===== src/rtl/fwload_pkg.sv =====
package fwload_pkg;

    localparam int WORD_W = 32;

    localparam int EN_BIT   = 0;
    localparam int PASS_BIT = 4;
    localparam int FAIL_BIT = 5;
    localparam int RDY_BIT  = 8;

    typedef enum logic [1:0] {
        ST_IDLE,
        ST_LOAD,
        ST_CHECK,
        ST_DONE
    } dl_state_e;

    typedef struct packed {
        logic              ctrl_wr;
        logic              data_wr;
        logic              en_val;
        logic              rdy_req;
        logic [WORD_W-1:0] wdata;
    } bus_cmd_t;

    function automatic logic [WORD_W-1:0] pack_status(
        input logic en,
        input logic pass,
        input logic fail,
        input logic rdy
    );
        logic [WORD_W-1:0] v;
        v           = '0;
        v[EN_BIT]   = en;
        v[PASS_BIT] = pass;
        v[FAIL_BIT] = fail;
        v[RDY_BIT]  = rdy;
        return v;
    endfunction

    function automatic logic image_ok(
        input logic              nonempty,
        input logic              overflow,
        input logic [WORD_W-1:0] sum
    );
        return nonempty && !overflow && (sum == '0);
    endfunction

endpackage


===== src/rtl/fwload_decode.sv =====
module fwload_decode
    import fwload_pkg::*;
#(
    parameter int ADDR_W   = 12,
    parameter int CTRL_OFS = 'h250,
    parameter int DATA_OFS = 'h258
) (
    input  logic [ADDR_W-1:0] bus_addr,
    input  logic              bus_we,
    input  logic [WORD_W-1:0] bus_wdata,
    output logic              sel_ctrl,
    output logic              sel_data,
    output bus_cmd_t          cmd
);

    localparam logic [ADDR_W-1:0] CTRL_A = ADDR_W'(CTRL_OFS);
    localparam logic [ADDR_W-1:0] DATA_A = ADDR_W'(DATA_OFS);

    always_comb begin
        sel_ctrl    = (bus_addr == CTRL_A);
        sel_data    = (bus_addr == DATA_A);
        cmd.ctrl_wr = bus_we && sel_ctrl;
        cmd.data_wr = bus_we && sel_data;
        cmd.en_val  = bus_wdata[EN_BIT];
        cmd.rdy_req = bus_wdata[RDY_BIT];
        cmd.wdata   = bus_wdata;
    end

endmodule


===== src/rtl/fwload_accept.sv =====
module fwload_accept
    import fwload_pkg::*;
#(
    parameter int DEPTH      = 64,
    parameter int ACCEPT_LAT = 2,
    parameter int PTR_W      = $clog2(DEPTH + 1),
    parameter int AW         = $clog2(DEPTH)
) (
    input  logic              clk,
    input  logic              rst,
    input  logic              en_q,
    input  logic              start,
    input  logic              drop,
    input  bus_cmd_t          cmd,
    output logic              rdy_flag,
    output logic [WORD_W-1:0] data_q,
    output logic              ram_we,
    output logic [AW-1:0]     ram_addr,
    output logic [WORD_W-1:0] ram_wdata,
    output logic [PTR_W-1:0]  wptr,
    output logic [WORD_W-1:0] sum_q,
    output logic              ovf_q
);

    localparam int LAT_W = $clog2(ACCEPT_LAT) + 1;
    localparam logic [LAT_W-1:0] LAST_LAT = LAT_W'(ACCEPT_LAT - 1);
    localparam logic [PTR_W-1:0] FULL_PTR = PTR_W'(DEPTH);

    logic [LAT_W-1:0] lat_cnt;
    logic             commit;
    logic             full;
    logic             new_word;

    always_comb begin
        full      = (wptr == FULL_PTR);
        commit    = rdy_flag && (lat_cnt == LAST_LAT);
        ram_we    = commit && !full;
        ram_addr  = wptr[AW-1:0];
        ram_wdata = data_q;
        new_word  = cmd.ctrl_wr && cmd.rdy_req && cmd.en_val && en_q;
    end

    always_ff @(posedge clk) begin
        if (rst) begin
            rdy_flag <= 1'b0;
            lat_cnt  <= '0;
            data_q   <= '0;
            wptr     <= '0;
            sum_q    <= '0;
            ovf_q    <= 1'b0;
        end else if (start) begin
            rdy_flag <= 1'b0;
            lat_cnt  <= '0;
            wptr     <= '0;
            sum_q    <= '0;
            ovf_q    <= 1'b0;
        end else if (rdy_flag) begin
            if (commit) begin
                rdy_flag <= 1'b0;
                lat_cnt  <= '0;
                if (full) begin
                    ovf_q <= 1'b1;
                end else begin
                    wptr  <= wptr + 1'b1;
                    sum_q <= sum_q + data_q;
                end
            end else if (drop) begin
                rdy_flag <= 1'b0;
                lat_cnt  <= '0;
            end else begin
                lat_cnt <= lat_cnt + 1'b1;
            end
        end else begin
            if (cmd.data_wr && en_q) begin
                data_q <= cmd.wdata;
            end
            if (new_word) begin
                rdy_flag <= 1'b1;
                lat_cnt  <= '0;
            end
        end
    end

endmodule


===== src/rtl/fwload_verdict.sv =====
module fwload_verdict
    import fwload_pkg::*;
#(
    parameter int PTR_W = 7
) (
    input  logic              clk,
    input  logic              rst,
    input  logic              ctrl_wr,
    input  logic              en_val,
    input  logic [PTR_W-1:0]  wptr,
    input  logic [WORD_W-1:0] sum_q,
    input  logic              ovf_q,
    output logic              en_q,
    output logic              start,
    output logic              drop,
    output logic              pass_q,
    output logic              fail_q
);

    dl_state_e state_q;
    logic      verdict;

    always_comb begin
        start   = ctrl_wr && en_val && !en_q;
        drop    = ctrl_wr && !en_val && en_q;
        verdict = image_ok(wptr != '0, ovf_q, sum_q);
    end

    always_ff @(posedge clk) begin
        if (rst) begin
            en_q    <= 1'b0;
            state_q <= ST_IDLE;
            pass_q  <= 1'b0;
            fail_q  <= 1'b0;
        end else begin
            if (ctrl_wr) begin
                en_q <= en_val;
            end
            if (start) begin
                state_q <= ST_LOAD;
                pass_q  <= 1'b0;
                fail_q  <= 1'b0;
            end else begin
                case (state_q)
                    ST_LOAD:  if (drop) state_q <= ST_CHECK;
                    ST_CHECK: begin
                        state_q <= ST_DONE;
                        pass_q  <= verdict;
                        fail_q  <= !verdict;
                    end
                    default:  state_q <= state_q;
                endcase
            end
        end
    end

endmodule


===== src/rtl/fwload_port.sv =====
module fwload_port
    import fwload_pkg::*;
#(
    parameter int ADDR_W     = 12,
    parameter int CTRL_OFS   = 'h250,
    parameter int DATA_OFS   = 'h258,
    parameter int DEPTH      = 64,
    parameter int ACCEPT_LAT = 2,
    localparam int AW        = $clog2(DEPTH)
) (
    input  logic              clk,
    input  logic              rst,
    input  logic [ADDR_W-1:0] bus_addr,
    input  logic              bus_we,
    input  logic [31:0]       bus_wdata,
    output logic [31:0]       bus_rdata,
    output logic              ram_we,
    output logic [AW-1:0]     ram_addr,
    output logic [31:0]       ram_wdata
);

    localparam int PTR_W = $clog2(DEPTH + 1);

    bus_cmd_t          cmd;
    logic              sel_ctrl;
    logic              sel_data;
    logic              en_q;
    logic              start;
    logic              drop;
    logic              rdy_flag;
    logic [WORD_W-1:0] data_q;
    logic [PTR_W-1:0]  wptr;
    logic [WORD_W-1:0] sum_q;
    logic              ovf_q;
    logic              pass_q;
    logic              fail_q;

    fwload_decode #(
        .ADDR_W   (ADDR_W),
        .CTRL_OFS (CTRL_OFS),
        .DATA_OFS (DATA_OFS)
    ) u_decode (
        .bus_addr  (bus_addr),
        .bus_we    (bus_we),
        .bus_wdata (bus_wdata),
        .sel_ctrl  (sel_ctrl),
        .sel_data  (sel_data),
        .cmd       (cmd)
    );

    fwload_accept #(
        .DEPTH      (DEPTH),
        .ACCEPT_LAT (ACCEPT_LAT),
        .PTR_W      (PTR_W),
        .AW         (AW)
    ) u_accept (
        .clk       (clk),
        .rst       (rst),
        .en_q      (en_q),
        .start     (start),
        .drop      (drop),
        .cmd       (cmd),
        .rdy_flag  (rdy_flag),
        .data_q    (data_q),
        .ram_we    (ram_we),
        .ram_addr  (ram_addr),
        .ram_wdata (ram_wdata),
        .wptr      (wptr),
        .sum_q     (sum_q),
        .ovf_q     (ovf_q)
    );

    fwload_verdict #(
        .PTR_W (PTR_W)
    ) u_verdict (
        .clk     (clk),
        .rst     (rst),
        .ctrl_wr (cmd.ctrl_wr),
        .en_val  (cmd.en_val),
        .wptr    (wptr),
        .sum_q   (sum_q),
        .ovf_q   (ovf_q),
        .en_q    (en_q),
        .start   (start),
        .drop    (drop),
        .pass_q  (pass_q),
        .fail_q  (fail_q)
    );

    always_comb begin
        if (sel_ctrl) begin
            bus_rdata = pack_status(en_q, pass_q, fail_q, rdy_flag);
        end else if (sel_data) begin
            bus_rdata = data_q;
        end else begin
            bus_rdata = '0;
        end
    end

endmodule


===== config.mk =====
export PLATFORM = sky130hd
export DESIGN_NAME = fwload_port
export DESIGN_NICKNAME = d
export VERILOG_FILES = /design/src/rtl/fwload_pkg.sv /design/src/rtl/fwload_decode.sv /design/src/rtl/fwload_accept.sv /design/src/rtl/fwload_verdict.sv /design/src/rtl/fwload_port.sv
export SDC_FILE = /design/constraint.sdc
export NUM_CORES = 1
export LEC_CHECK = 0
export BUFFER_PORTS_ARGS = -buffer_cell sky130_fd_sc_hd__buf_2
export CAP_MARGIN = 20
export CORE_MARGIN = 2
export CORE_UTILIZATION = 60
export DETAILED_ROUTE_END_ITERATION = 10
export PLACE_DENSITY = 0.87
export SLEW_MARGIN = 30
export SYNTH_ARGS = -nofsm -noshare
export SYNTH_HDL_FRONTEND = slang
export SYNTH_HIERARCHICAL = 1
export SYNTH_SLANG_ARGS = --single-unit

===== constraint.sdc =====
create_clock -name clk -period 6.66 [get_ports clk]
set_clock_uncertainty 0.15 [all_clocks]
set_input_delay 0.666 -clock clk [delete_from_list [all_inputs] [get_ports clk]]
set_output_delay 0.666 -clock clk [all_outputs]
set_load 0.05 [all_outputs]

==> results of run 1 <==
==> metrics by stage <==
step                      total power [uW]  cell area [um^2]  instances  hold WS (ns)  utilization (%)
after floorplan                        513              5610        736         0.287                -
after global placement                 514              5670        860         0.308             62.0
after detailed placement               515              5670        860         0.317             62.0
after CTS                              870              5870        874         0.328             64.1
after global routing                   893              5870        875         0.346             64.2
final                                  866              5870        875         0.327             64.2
==> power breakdown <==
part	internal [uW]	switching [uW]	total (uW)
registers	478	0.00146	478
clock network	189	172	361
logic	11.3	15.1	26.4
total	678	188	866
==> final cells by class <==
type                    instances  area share [%]
multi-input cells             531            55.4
inverters                      17            1.09
well taps                     111            2.36
clock buffers                  11            2.58
flip-flops and latches         80            27.3
clock inverters                 3           0.724
repair buffers                122            10.6
==> placed cells by master, fill, tap and decap left out, types with 5 or more instances in the layout <==
cell type and instances:
inv_1 17, o21ai_0 22, xnor2_1 16, buf_4 5, nor3b_1 5, nor3_1 16, or3_1 7, clkbuf_8 11
and3_1 5, nand2_1 127, a21oi_1 90, dfxtp_1 80, nand3_1 24, nand4_1 8, and2_2 8, ha_1 34
a21o_1 10, nor4_1 10, a31oi_1 8, nor2_1 42, xor2_1 9, and2_1 20, buf_2 117
==> state kept, by name, summed over array words and instances, names as in the netlist <==
register and flops:
u_verdict/pass_q 1, u_accept/ovf_q 1, u_accept/rdy_flag 1, u_verdict/fail_q 1, u_accept/data_q 32, u_accept/sum_q 32
u_verdict/state_q 2, u_accept/wptr 7, u_accept/lat_cnt 2, u_verdict/en_q 1
==> routing by layer <==
layer / vias to the layer above / share of wire [%] / GRT usage, %
met5: - / 0 / 0
met4: 0 / 1.5 / 8.22
met3: 26 / 6.5 / 3.68
met2: 211 / 49 / 48.3
met1: 2441 / 43 / 34.0
li1: 2551 / - / -
==> Yosys cell counts, types with 17 or more instances <==
cell	count	area share, %
nor2_1	43	2.9
o21ai_0	22	2.0
inv_1	17	1.1
nand3_1	24	2.1
ha_1	34	7.6
and2_1	20	2.2
a21oi_1	90	8.0
nand2_1	127	8.5
dfxtp_1	80	29
clkbuf_1	24	1.6
buf_4	72	9.6
==> how the worst min path moves through the flow <==
stage | start | endpoint | slack [ns] | cells past startpoint
floorplan | u_accept/ovf_q$_SDFFE_PP0P_ | u_accept/ovf_q$_SDFFE_PP0P_ | 0.29 | 2
global placement | u_accept/sum_q[8]$_SDFFE_PP0P_ | u_accept/sum_q[8]$_SDFFE_PP0P_ | 0.31 | 2
detailed placement | u_accept/sum_q[10]$_SDFFE_PP0P_ | u_accept/sum_q[10]$_SDFFE_PP0P_ | 0.32 | 2
CTS | u_accept/sum_q[8]$_SDFFE_PP0P_ | u_accept/sum_q[8]$_SDFFE_PP0P_ | 0.33 | 2
global route | u_accept/sum_q[7]$_SDFFE_PP0P_ | u_accept/sum_q[7]$_SDFFE_PP0P_ | 0.35 | 2
finish | u_accept/sum_q[8]$_SDFFE_PP0P_ | u_accept/sum_q[8]$_SDFFE_PP0P_ | 0.33 | 2
==> logic make-up after synthesis <==
| logic type | after synthesis |
|---|---|
| simple gates | 299 |
| compound gates | 169 |
| buf+inv | 125 |
| flops | 80 |
| fa+ha+maj | 35 |
| xor+xnor | 25 |
| mux | 3 |
==> worst register-to-register path: cells and delay by family, from the launching register on <==
| kind | cells | cell delay, ns |
|---|---|---|
| AOI/OAI and AO/OA | 5 | 1.33 |
| adders and majority gates | 2 | 0.44 |
| muxes | 1 | 0.25 |
| and+or+nand+nor | 2 | 0.49 |
| DFF | 1 | 0.40 |
==> flow_summary.ini, run 1 <==
[timing]
finalCritPeriodShare_pct = 52.6
hold_viol_final = 0
report.final.slew_viol_count = 0
maxSlewHeadroom_pct = 42.4
setup_tns_ns = 0
fin_crit_ns = 3.50
setup_viol = 0
fmax_mhz = 285
tightestPinTransition_ns = 0.864
rsz0062_at_grt = false
worst_slack_ns = 3.16

[final_layout]
register_area_um2 = 1600
area_delta_synth_final_pct = 4.80
nets = 843
fillerInstances = 832
antenna_cells = 0
drive_above_1_share_pct = 21.5
multi_input_area_um2 = 3250

[synthesis]
ys_ff_latch = 80
yosys.area_share.xor_xnor_pct = 3.91
async_reset_ff_share_pct = 0
syn-cell-area_um2 = 5610
ys.warnings.count = 6
synth_nets = 818
synth-simple-area-share_pct = 26.6
synth_top_family_by_area = simple AND/OR/NAND/NOR gates
synth-compound-area-share_pct = 18.7
synth_cell_types = 70
yosysSeqAreaShare_pct = 28.6
netlist_instances = 736
synthAdderAreaFrac_pct = 7.95
synthFlopType = dfxtp_1
synth_edf_count = 0
avgSynthCellArea_um2 = 7.62
synth_mux_area_share_pct = 0.536

[clocking]
cts_tree = done
clock_latency_ns = 0.36
htreeDepth = 3
post-cts-setup-buffers = 0
clk_pin_slew_ns = 0.08
hold_buffers = 0
cts_resized = 0
cts.sinks = 80
numCtsBuffers = 9
clk_path_buf_depth = 2
clock-root-buffer = clkbuf_8

[worst_setup_path]
path_max_fanout = 32
ff2ff_path_depth = 10
crit_start = bus_addr[1]
cp.required_ns = 5.84
end_kind = primary output
crit_family = simple AND/OR/NAND/NOR gates
r2r_setup_slack_ns = 3.49
crit_cells = 6
max_stage_delay_ns = 0.61
crit_chain = buf_2 -> or4_4 -> nor3_1 -> nor2b_4 -> a22o_2 -> buf_2
start_kind = input pin
reg2reg_from = u_accept/data_q[0]$_SDFFE_PP0P_
timing.critical_path.buf_inv = 2
crit_type = input pin to primary output
crit_slowest_cell = nor3_1
r2r_end = u_accept/sum_q[30]$_SDFFE_PP0P_
cp.arrival_ns = 2.69
critPathMostFrequentCell = buf_2
endpoint = bus_rdata[4]

[global_routing]
grt_max_degree = 49
gr-usage-all-layers_pct = 27.2
grt_pass1_vias = 4856
antenna_found_initial = 0
grt_pass1_wl_um = 22400
grt_overflow = 0

[detailed_routing]
vias_per_cell = 5.98
vias = 5229
drt_iter0_drc = 291
wl_per_cell_um = 15.7
drcViolationCount = 0
first_pass_iters = 5
totalWireLength_um = 13800
ant_nets = 0

[placement]
hpwl_um = 9950
dp_slack_ns = 3.00
gp_congestion = 0.975
portBuffers = 117

[flow_run]
cap_viol_max_count = 0

[die]
die_w_um = 101
dieHeight_um = 101
dieArea_um2 = 10100
core_area_um2 = 9150
ios = 118
row_count = 35
start_util_pct = 61.2

[power_and_ir_drop]
ir_drop_mv = 0.0841
power.leakage_uw = 0.00262
powerDensity_nw_per_um2 = 147

[run_status]
status = completed

[hold_path]
hp-class = register to register
Note: power is estimated with default switching activity, not from simulation.
==> run 2: changes to the inputs <==
CORE_UTILIZATION = 56   (was 60)
PLACE_DENSITY = 0.82   (was 0.87)
clock period = 3.31 ns   (was 6.66 ns; I/O delays follow)
==> run 2 against run 1 <==
  * Worst setup slack lost 2.8 ns
  * Sequential power is 100% higher
  * Largest power group unchanged
  * Clock-buffer cell count did not move
  * Wire length grew 1.0%
  * Combinational power is 110% higher
  * Final cell count up 3.3%
  * Sequential cell count stayed put
  * Global-route usage shrank 1.6 points
  * Clock power grew 100%
  * Register-to-register slack got worse by 3.2 ns
  * Power is 100% higher
  * Die area is 6.8% higher
==> flow_summary.ini, run 2 (synthesized netlist as in run 1, its figures left out) <==
[die]
ios = 118
start_util_pct = 57.6
row_count = 36
die_w_um = 104
dieArea_um2 = 10800
core_area_um2 = 9730
dieHeight_um = 104

[hold_path]
hp-class = input pin to register

[global_routing]
grt_max_degree = 48
gr-usage-all-layers_pct = 25.6
grt_pass1_vias = 4889
grt_overflow = 0
antenna_found_initial = 0
grt_pass1_wl_um = 23300

[detailed_routing]
ant_nets = 0
drt_iter0_drc = 314
totalWireLength_um = 13900
first_pass_iters = 5
drcViolationCount = 0
vias = 5217
wl_per_cell_um = 15.4
vias_per_cell = 5.77

[worst_setup_path]
path_max_fanout = 5
crit_slowest_cell = a211oi_2
cp.arrival_ns = 3.12
cp.required_ns = 3.44
start_kind = register
max_stage_delay_ns = 0.44
end_kind = register
crit_chain = ha_1 -> a21oi_1 -> o21bai_1 -> a221oi_2 -> a21boi_2 -> a211oi_2 -> o21ai_0 -> xnor2_1 -> o21ai_0
crit_type = register to register
critPathMostFrequentCell = o21ai_0

[timing]
finalCritPeriodShare_pct = 90.4
hold_viol_final = 0
setup_tns_ns = 0
tightestPinTransition_ns = 0.964
setup_viol = 0
report.final.slew_viol_count = 0
rsz0062_at_grt = false
fin_crit_ns = 2.99
maxSlewHeadroom_pct = 35.7
fmax_mhz = 334

[clocking]
hold_buffers = 0
cts.sinks = 80
clk_path_buf_depth = 2
cts_resized = 0
post-cts-setup-buffers = 0
clk_pin_slew_ns = 0.08
htreeDepth = 3
cts_tree = done
numCtsBuffers = 9
clock_latency_ns = 0.36
clock-root-buffer = clkbuf_8

[power_and_ir_drop]
powerDensity_nw_per_um2 = 294
power.leakage_uw = 0.00265
ir_drop_mv = 0.175
p_total_uw = 1750

[placement]
gp_congestion = 0.965
hpwl_um = 10400
portBuffers = 117

[final_layout]
antenna_cells = 0
layout_common_cells = nand2_1 (127), buf_2 (117), a21oi_1 (90), dfxtp_1 (80), nor2_1 (42)
largestRegisters = u_accept/data_q (32), u_accept/sum_q (32), u_accept/wptr (7)
drive_above_1_share_pct = 22.0
nets = 848
area_delta_synth_final_pct = 6.25
final_common_cell = nand2_1

[flow_run]
cap_viol_max_count = 0

[run_status]
status = completed
-- run 2: area by class of cell --
class	count	area [um^2]
clock buffers	11	141
clock inverters	5	56.3
fillers	896	3770
inverters	17	63.8
multi-input cells	531	3250
flip-flops and latches	80	1600
well taps	133	166
repair buffers	127	673
-- run 2: metal layers --
| metal | vias to the layer above | wire [um] | GRT usage (%) |
|---|---|---|---|
| met1 | 2430 | 6260 | 33.6 |
| met3 | 23 | 861 | 4.82 |
| met4 | 0 | 212 | 7.82 |
| met2 | 207 | 6590 | 42.7 |
| met5 | - | 0 | 0 |
| li1 | 2557 | - | - |
-- run 2: worst max-delay path, delay by kind of cell, from the launching register on --
kind	cells	cell delay (ns)
AO/OA/AOI/OAI	7	1.88
flip-flops	1	0.36
adder cells (fa/ha/maj)	1	0.35
XOR/XNOR	1	0.17
-- run 2: final timing paths --
check                           slack (ns)  depth (start not counted)                          endpoint                            start
worst max-delay path                  0.32                          9   u_accept/sum_q[25]$_SDFFE_PP0P_  u_accept/data_q[6]$_SDFFE_PP0P_
worst min-delay path                  0.05                          3  u_accept/data_q[11]$_SDFFE_PP0P_                    bus_wdata[11]
worst max register to register        0.32                          9   u_accept/sum_q[25]$_SDFFE_PP0P_  u_accept/data_q[6]$_SDFFE_PP0P_
worst min register to register        0.33                          2    u_accept/sum_q[0]$_SDFFE_PP0P_   u_accept/sum_q[0]$_SDFFE_PP0P_
-- run 2: through the flow --
stage | setup slack (ns) | util [%] | hold WS (ns) | cell area [um^2] | std cells
global placement | 0.333 | 59.2 | 0.308 | 5760 | 888
detailed placement | 0.264 | 59.2 | 0.323 | 5760 | 888
finish | 0.317 | 61.2 | 0.0529 | 5960 | 904
CTS | 0.363 | 61.2 | 0.0474 | 5950 | 904
floorplan | 0.561 | - | 0.250 | 5610 | 736
global route | 0.171 | 61.2 | 0.0514 | 5960 | 904
-- run 2: report_power, final --
group	leakage, uW	internal (uW)	total (uW)	switching, uW
clock network	0.0000993	368	737	368
registers	0.000644	961	961	0.00305
logic	0.00190	24.2	54.8	30.6
total	0.00265	1350	1750	399
==> run 3: changes to the inputs <==
RECOVER_POWER = 50   (was default)
==> run 3 against run 2 <==
  * Sequential power barely moved
  * Combinational power decreased by 3%
  * Cell area down 1.3%
  * Final cell count unchanged
  * Via count grew 0.13%
  * Sequential share of layout area up 0.35 points
  * Largest cell class unchanged
  * Largest power group unchanged
  * Highest routed layer unchanged
==> flow_summary.ini, run 3 (synthesized netlist as in run 1, its figures left out) <==
[power_and_ir_drop]
switching_share_pct = 22.8
ir_drop_mv = 0.175
seq_power_share_pct = 54.9
clkPwrFrac_pct = 42.1
p_total_uw = 1750
powerDensity_nw_per_um2 = 298
combPwrFrac_pct = 3.0
power.internal_uw = 1350
power.leakage_uw = 0.00246
switching_power_uw = 399

[clocking]
htreeDepth = 3
clk_pin_slew_ns = 0.09
clock_latency_ns = 0.36
cts_resized = 0
clk_path_buf_depth = 2
hold_buffers = 0
clock-root-buffer = clkbuf_8
cts.sinks = 80
cts_tree = done
numCtsBuffers = 9
post-cts-setup-buffers = 0

[timing]
setup_viol = 0
tightestPinTransition_ns = 1.12
finalCritPeriodShare_pct = 90.8
fin_crit_ns = 3.01
worst_slack_ns = 0.305
hold_viol_final = 0
maxSlewHeadroom_pct = 24.9
fmax_mhz = 333
report.final.slew_viol_count = 0
rsz0062_at_grt = false
setup_tns_ns = 0

[global_routing]
grt_overflow = 0
grt_util_met2_pct = 42.7
grt_busiest_layer = met2
met3_usage_pct = 4.82
grt_pass1_vias = 4889
use_met1_pct = 33.6
gr-usage-all-layers_pct = 25.6
grt_pass1_wl_um = 23300
grt_max_degree = 48
antenna_found_initial = 0

[detailed_routing]
drcViolationCount = 0
vias_per_cell = 5.78
wl_per_cell_um = 15.4
first_pass_iters = 5
drt_iter0_drc = 305
ant_nets = 0
totalWireLength_um = 13900
vias = 5224

[final_layout]
final_util_pct = 60.4
layout_common_cells = nand2_1 (127), a21oi_1 (90), dfxtp_1 (80), buf_2 (76)
final_common_cell = nand2_1
drive_above_1_share_pct = 16.1
nets = 848
fin_area_um2 = 5880
area_delta_synth_final_pct = 4.87
largestRegisters = u_accept/data_q (32), u_accept/sum_q (32), u_accept/wptr (7)
antenna_cells = 0

[worst_setup_path]
cp.required_ns = 3.43
path_max_fanout = 5
cp.arrival_ns = 3.13
end_kind = register
crit_type = register to register
start_kind = register

[die]
dieHeight_um = 104
start_util_pct = 57.6
die_w_um = 104
ios = 118
core_area_um2 = 9730
dieArea_um2 = 10800
row_count = 36

[flow_run]
cap_viol_max_count = 0

[placement]
portBuffers = 117
gp_congestion = 0.965
hpwl_um = 10400
dp_slack_ns = 0.264
postPlaceCellArea_um2 = 5760

[run_status]
status = completed

[hold_path]
hp-class = input pin to register
[run 3: area by class of cell]
| type | instances | area, um^2 |
|---|---|---|
| clock inverters | 5 | 56.3 |
| repair buffers | 127 | 613 |
| fillers | 917 | 3850 |
| well taps | 133 | 166 |
| flip-flops and latches | 80 | 1600 |
| clock buffers | 11 | 141 |
| multi-input cells | 531 | 3240 |
| inverters | 17 | 63.8 |
[run 3: worst paths after layout]
check,slack (ns),end,cells past startpoint,start
max,0.30,u_accept/sum_q[25]$_SDFFE_PP0P_,9,u_accept/data_q[6]$_SDFFE_PP0P_
max reg2reg,0.30,u_accept/sum_q[25]$_SDFFE_PP0P_,9,u_accept/data_q[6]$_SDFFE_PP0P_
min,0.05,u_accept/data_q[3]$_SDFFE_PP0P_,3,bus_wdata[3]
min reg2reg,0.33,u_accept/sum_q[0]$_SDFFE_PP0P_,2,u_accept/sum_q[0]$_SDFFE_PP0P_
[run 3: power groups by stage]
stage,combinational (uW),sequential [uW],clock [uW]
floorplan,48.6,984,0
global placement,53.1,984,0
detailed placement,54.4,984,0
CTS,54.7,961,741
global route,59.1,961,786
finish,53.3,961,737
[run 3: worst max-delay path: stages, from the launching register on]
cell and delay, ns:
dfxtp_1 0.37, ha_1 0.35, a21oi_1 0.35, o21bai_1 0.15, a221oi_2 0.37, a21boi_2 0.16
a211oi_2 0.45, o21ai_0 0.24, xnor2_1 0.16, o21ai_0 0.17
[run 3: metrics by stage]
step	cells	hold slack (ns)
after floorplan	736	0.250
after detailed placement	888	0.323
after global routing	904	0.0514
after CTS	904	0.0474
final	904	0.0520
after global placement	888	0.308
[run 3: routing by layer]
| metal | vias to the layer above | share of wire, % | wire length, um |
|---|---|---|---|
| met5 | - | 0 | 0 |
| met2 | 190 | 47 | 6600 |
| met4 | 0 | 1.5 | 206 |
| met3 | 28 | 5.9 | 819 |
| met1 | 2451 | 45 | 6270 |
| li1 | 2555 | - | - |
